File: src/rtl/irq_evt_pkg.sv
package irq_evt_pkg;
    parameter int DATA_W  = 32;
    parameter int NUM_EVT = 13;
    localparam int EVT_LSB = DATA_W - NUM_EVT;

    typedef enum logic [1:0] {
        SEL_PEND  = 2'd0,
        SEL_MASK  = 2'd1,
        SEL_TXCTL = 2'd2,
        SEL_NONE  = 2'd3
    } reg_sel_e;

    typedef struct packed {
        logic                en;
        reg_sel_e            sel;
        logic [DATA_W-1:0]   data;
    } reg_wr_t;

    // event index k = pending bit - EVT_LSB
    localparam int EV_GSTOP = 9;

    // pending-event index feeding each output line
    function automatic int unsigned line_src(input int unsigned line);
        case (line)
            0:  return 8;
            1:  return 7;
            2:  return 0;
            3:  return 1;
            4:  return 6;
            5:  return 5;
            6:  return 4;
            7:  return 2;
            8:  return 12;
            9:  return 9;
            10: return 3;
            11: return 10;
            default: return 11;
        endcase
    endfunction

    function automatic logic [NUM_EVT-1:0] route(input logic [NUM_EVT-1:0] act);
        logic [NUM_EVT-1:0] r;
        for (int i = 0; i < NUM_EVT; i++) r[i] = act[line_src(i)];
        return r;
    endfunction
endpackage

File: src/rtl/irq_pend_reg.sv
module irq_pend_reg
    import irq_evt_pkg::*;
(
    input  logic               clk,
    input  logic               rst,
    input  logic               soft_reset,
    input  logic [NUM_EVT-1:0] clr,
    input  logic [NUM_EVT-1:0] set,
    output logic [NUM_EVT-1:0] pend_q
);
    always_ff @(posedge clk) begin
        if (rst || soft_reset)
            pend_q <= '0;
        else
            pend_q <= (pend_q & ~clr) | set;
    end
endmodule

File: src/rtl/irq_mask_reg.sv
module irq_mask_reg
    import irq_evt_pkg::*;
(
    input  logic               clk,
    input  logic               rst,
    input  logic               soft_reset,
    input  logic               load,
    input  logic [NUM_EVT-1:0] din,
    output logic [NUM_EVT-1:0] mask_q
);
    always_ff @(posedge clk) begin
        if (rst || soft_reset)
            mask_q <= '0;
        else if (load)
            mask_q <= din;
    end
endmodule

File: src/rtl/irq_line_map.sv
module irq_line_map
    import irq_evt_pkg::*;
(
    input  logic               clk,
    input  logic               rst,
    input  logic [NUM_EVT-1:0] pend,
    input  logic [NUM_EVT-1:0] mask,
    output logic [NUM_EVT-1:0] lines
);
    logic [NUM_EVT-1:0] act;
    assign act = pend & mask;

    for (genvar g = 0; g < NUM_EVT; g++) begin : g_line
        localparam int unsigned SRC = line_src(g);
        always_ff @(posedge clk) begin
            if (rst) lines[g] <= 1'b0;
            else     lines[g] <= act[SRC];
        end
    end
endmodule

File: src/rtl/irq_event_unit.sv
module irq_event_unit
    import irq_evt_pkg::*;
(
    input  logic               clk,
    input  logic               rst,
    input  logic               soft_reset,
    input  logic               wr_en,
    input  logic [1:0]         wr_addr,
    input  logic [DATA_W-1:0]  wr_data,
    input  logic [1:0]         rd_addr,
    output logic [DATA_W-1:0]  rd_data,
    input  logic [NUM_EVT-1:0] evt_set,
    output logic [NUM_EVT-1:0] irq_line
);
    reg_wr_t            wreq;
    logic [NUM_EVT-1:0] pend_q, mask_q, clr_v, set_v;
    logic               gstop_req;

    assign wreq = '{en: wr_en, sel: reg_sel_e'(wr_addr), data: wr_data};

    assign clr_v     = (wreq.en && wreq.sel == SEL_PEND) ? wreq.data[DATA_W-1:EVT_LSB] : '0;
    assign gstop_req = wreq.en && wreq.sel == SEL_TXCTL && wreq.data[0];

    always_comb begin
        set_v = evt_set;
        if (gstop_req) set_v[EV_GSTOP] = 1'b1;
    end

    irq_pend_reg u_pend (
        .clk(clk), .rst(rst), .soft_reset(soft_reset),
        .clr(clr_v), .set(set_v), .pend_q(pend_q)
    );

    irq_mask_reg u_mask (
        .clk(clk), .rst(rst), .soft_reset(soft_reset),
        .load(wreq.en && wreq.sel == SEL_MASK),
        .din(wreq.data[DATA_W-1:EVT_LSB]), .mask_q(mask_q)
    );

    irq_line_map u_map (
        .clk(clk), .rst(rst), .pend(pend_q), .mask(mask_q), .lines(irq_line)
    );

    always_comb begin
        case (reg_sel_e'(rd_addr))
            SEL_PEND: rd_data = {pend_q, {EVT_LSB{1'b0}}};
            SEL_MASK: rd_data = {mask_q, {EVT_LSB{1'b0}}};
            default:  rd_data = '0;
        endcase
    end
endmodule

File: config.mk
export PLATFORM = sky130hd
export DESIGN_NAME = irq_event_unit
export DESIGN_NICKNAME = d
export VERILOG_FILES = /design/src/rtl/irq_evt_pkg.sv /design/src/rtl/irq_pend_reg.sv /design/src/rtl/irq_mask_reg.sv /design/src/rtl/irq_line_map.sv /design/src/rtl/irq_event_unit.sv
export SDC_FILE = /design/constraint.sdc
export NUM_CORES = 1
export LEC_CHECK = 0
export BUFFER_PORTS_ARGS = -buffer_cell sky130_fd_sc_hd__buf_2
export CELL_PAD_IN_SITES_DETAIL_PLACEMENT = 2
export CELL_PAD_IN_SITES_GLOBAL_PLACEMENT = 2
export CORE_MARGIN = 10
export CORE_UTILIZATION = 26
export CTS_BUF_LIST = sky130_fd_sc_hd__clkbuf_8
export DETAILED_ROUTE_END_ITERATION = 7
export GPL_TIMING_DRIVEN = 0
export PLACE_DENSITY = 0.91
export SYNTH_ARGS = -nofsm -noshare
export SYNTH_HDL_FRONTEND = slang
export SYNTH_SLANG_ARGS = --single-unit
export TNS_END_PERCENT = 1
File: constraint.sdc
create_clock -name clk -period 2.15 [get_ports clk]
set_clock_uncertainty 0.15 [all_clocks]
set_input_delay 0.43 -clock clk [delete_from_list [all_inputs] [get_ports clk]]
set_output_delay 0.43 -clock clk [all_outputs]
set_load 0.1 [all_outputs]
# Yosys cells after proc, flatten, opt, wreduce, memory -nomap -nowiden
# Index checks and enable logic that the tools add are counted.
dict set report word_totals {
  register_bits 39
  input_bits 53
  output_inout_bits 45
  wordCells 32
}
dict set report op_classes {
  n_eq_ne 3
  muxes 3
  bitwise_logic 4
  reduce_logical 7
}
# operator n
set op_table {}
lappend op_table {{32-bit one-hot mux with 2 select lines} 1}
lappend op_table {{13-bit bitwise AND} 2}
lappend op_table {{13-bit 2-to-1 mux} 1}
lappend op_table {{13-bit inverter} 1}
lappend op_table {{13-bit bitwise OR} 1}
lappend op_table {{2-bit by 1-bit == test with 1-bit output (second input constant)} 2}
lappend op_table {{1-bit logical AND} 4}
lappend op_table {{2-bit zero test} 2}
lappend op_table {{2-bit == test (second input constant)} 1}
lappend op_table {{1-bit logical OR} 1}
lappend op_table {{1-bit 2-to-1 mux} 1}

# Longest topological paths before layout
dict set report logic_depth {
  depth_word 6
  depth_mapped 4
  ltp_nobuf 3
}

# Modules after synthesis
# A second synthesis with hierarchy kept.
dict set report hier_totals {
  hier_cells 192
  hier_area_um2 1873.0
}
# mod instances cells_each area_per_inst_um2 seq_area_each_um2
set by_module_without_submodules {}
lappend by_module_without_submodules {irq_pend_reg 1 54 513.0 260.2}
lappend by_module_without_submodules {irq_mask_reg 1 43 490.5 260.2}
lappend by_module_without_submodules {irq_event_unit 1 68 480.5 0.0}
lappend by_module_without_submodules {irq_line_map 1 27 389.1 260.2}

# Worst setup path before layout
# No wires, ideal clock.
dict set report synth_path {
  path_kind {in2out}
  from {in rd_addr[0]}
  to {out rd_data[19]}
  t_arrival_ns 2.185
  setup_slack_ns -0.615
  cell_stages 4
  path_cell_list {buf_2 > buf_2 > mux2i_1 > nor2_1}
}
dict set report synth_between {
  elab_chain_len 2
  elab_cells_between_ends 3
}
# item line
set synth_rtl {}
lappend synth_rtl {{start: declaration} irq_event_unit.sv:10} ;# input logic [1:0] rd_addr,
lappend synth_rtl {{2-bit by 1-bit == test with 1-bit output or 2-bit zero test (tied branches)} irq_event_unit.sv:45} ;# case (reg_sel_e'(rd_addr))
lappend synth_rtl {{32-bit one-hot mux with 2 select lines *} irq_event_unit.sv:45}
lappend synth_rtl {{end: declaration} irq_event_unit.sv:11} ;# output logic [DATA_W-1:0] rd_data,
# Mark *: on every way between the ends. The rest lies on a longest branch, timed or not.

# Final worst setup path
dict set report layout_path {
  from {in rd_addr[0]}
  to {out rd_data[21]}
}
# The elaborated chain is that of the path after synthesis.

==> results.cfg <==
[synth]
synth_ff_type = dfxtp_1
ys_types = 19
ys_ff_latch = 39
syn_area_sq_um = 1730
ys_top_cells_by_area = dfxtp_1, nand2_1, nor2_1
yosysSeqAreaShare_pct = 45.2
syn_inst = 206
yosysWarnings = 0
yosys.area.top_type = dfxtp_1
synth_area_per_cell_sq_um = 8.39
synth-edff-count = 0
synth_top_area_share_pct = 45.2
synthArstFlopShare_pct = 0

[final_layout]
area_growth_pct = 34.5
diodes = 0
stdcell_area_sq_um = 2320
final_cells = 368
nets = 343
nFillCells = 750
postLayoutCoreUtil_pct = 36.4
drive_above_1_share_pct = 39.5

[timing]
slew_headroom_pct = 57.6
rsz0062_at_grt = false
whs_ns = 0.234
finalCritPeriodShare_pct = 94.0
finalHoldViolations = 0
drv_slew = 0
worst_pin_slew_ns = 0.636
setup_viol_count_final = 0
timing.fmax_mhz = 495
min_period_ns = 2.02

[drt]
vias = 1629
via_per_inst = 4.43
avgRoutedWirePerCell_microns = 16.4
top_layer = met4
wl_mm = 6.03
ant_nets = 0
m1WireLength_mm = 2.40
drtPass1Iterations = 4
drc = 0
drt_iter0_drc = 28
routed-wl-met3_microns = 347
wl_met2_mm = 3.22

[critical_path]
cp-startpoint = rd_addr[0]
reg2reg_slack_ns = 1.28
worstSetupPathType = primary input to output pin
cp-end-kind = output pin
rr_worst_depth = 2
endpoint = rd_data[21]
startpoint_type = primary input
arrival_ns = 1.44
critPathRequiredTime_ns = 1.57
rr_endpoint = u_pend.pend_q[1]
r2r_start = u_pend.pend_q[1]
cp_max_fo = 10

[place]
placed_area_sq_um = 2210
finalWeightedCongestion = 0.764
hpwl_mm = 4.78
port_buffers = 59
dpl.cell_count = 360

[global_route]
antenna_found_initial = 0
grt_max_degree = 12
grt_pass1_wl_mm = 9.44
grt_use_total_pct = 11.6
grt_overflow = 0
grt_pass1_vias = 1864

[clocking]
insertion_delay_ns = 0.28
cts_buffers = 5
post_cts_buffers = 0
clock_path_buffers = 2
cts_root_buf = clkbuf_8
cts_tree = yes
ctsHtreeMaxLevel = 2
clk_pin_slew_ns = 0.08
cts.sinks = 39

[power_and_ir_drop]
cellLeakagePower_nw = 1.09
power_density_nw_per_um2 = 686
ir_drop_v = 0.000340
power.total_mw = 1.59

[floorplan]
die_y_microns = 102
die_area_sq_um = 10300
io-pin-count = 98
core_area_sq_um = 6390
num_rows = 29
die_w_microns = 102
start_util_pct = 27.1

[run_status]
outcome = completed

[worst_hold_path]
whs_path_depth = 3
hold_class = primary input to flip-flop

[flow_run]
max_cap_viol_count = 0
==> cell usage after synthesis, types with 2 or more instances <==
cell	count
inv_1	2
dfxtp_1	39
nor2_1	39
mux2i_1	13
o21ai_0	13
buf_2	5
nor3b_1	2
a21oi_1	14
clkbuf_1	4
nand2_1	39
buf_4	19
nor3b_2	10
==> worst max-delay path: stages <==
cell and delay (ns):
buf_2 0.15, clkbuf_4 0.29, mux2i_1 0.25, nor2_2 0.06
buf_4 0.25
==> per-layer routing <==
metal / vias up / track usage, %
li1: 795 / -
met4: 0 / 3.22
met3: 6 / 4.02
met1: 783 / 11.9
met2: 45 / 21.8
met5: - / 0
==> timing repair <==
action	4_1_cts	5_1_grt
setup endpoints to repair	10	2
resized for setup	11	1
hold buffers	0	0
==> state kept, by name (all words and copies together), names as in the netlist <==
register / cells
u_pend.pend_q: 13
u_mask.mask_q: 13
u_map.lines: 13
==> worst min path at each step <==
stage / start / endpoint / slack (ns)
finish: evt_set[5] / u_pend.pend_q[5] / 0.23
global route: evt_set[5] / u_pend.pend_q[5] / 0.23
CTS: rst / u_map.lines[1] / 0.23
detailed placement: u_mask.mask_q[0] / u_map.lines[2] / 0.30
global placement: u_mask.mask_q[4] / u_map.lines[6] / 0.28
floorplan: u_mask.mask_q[8] / u_map.lines[0] / 0.27
==> stage by stage <==
step / setup WS, ns / setup TNS, ns
2_1_floorplan: -0.363 / -2.37
3_3_place_gp: -0.0928 / -0.842
3_5_place_dp: -0.112 / -0.901
4_1_cts: 0.0284 / 0
5_1_grt: 0.0613 / 0
6_report: 0.128 / 0
==> cell type report <==
type	count	area [sq um]	share of cell area [%]
multi-input cells	154	841	36.2
repair buffers	59	320	13.8
inverters	2	7.51	0.323
clock buffers	5	68.8	2.96
flip-flops and latches	39	781	33.6
well taps	77	96.3	4.14
clock inverters	3	12.5	0.538
plain buffers	29	198	8.50
==> placed cells by master (no fill, tap or decap) <==
cell type	instances
nand2_1	39
nor3b_1	2
or2_2	1
clkbuf_1	3
buf_2	53
a41oi_1	1
clkinv_2	1
buf_6	1
o21ai_0	13
inv_1	4
clkbuf_2	1
nand3b_1	1
nor3b_2	10
a21oi_1	14
clkbuf_8	5
mux2i_1	13
and3b_2	1
nor2_1	28
dfxtp_1	39
buf_4	29
clkbuf_4	1
nor2_2	11
conb_1	19
or3b_4	1
==> logic make-up after synthesis <==
group,synth area share (%)
multiplexers,7.53
AND/OR/NAND/NOR,27.1
AO/OA/AOI/OAI,8.33
other,0.217
flip-flops,45.2
buffers and inverters,11.7
==> power breakdown <==
| part | internal, mW | switching, mW | total (mW) |
|---|---|---|---|
| logic | 0.0851 | 0.274 | 0.359 |
| registers | 0.737 | 0.0117 | 0.749 |
| clock network | 0.219 | 0.267 | 0.485 |
| total | 1.04 | 0.553 | 1.59 |
Note: power is estimated with default switching activity, not from simulation.
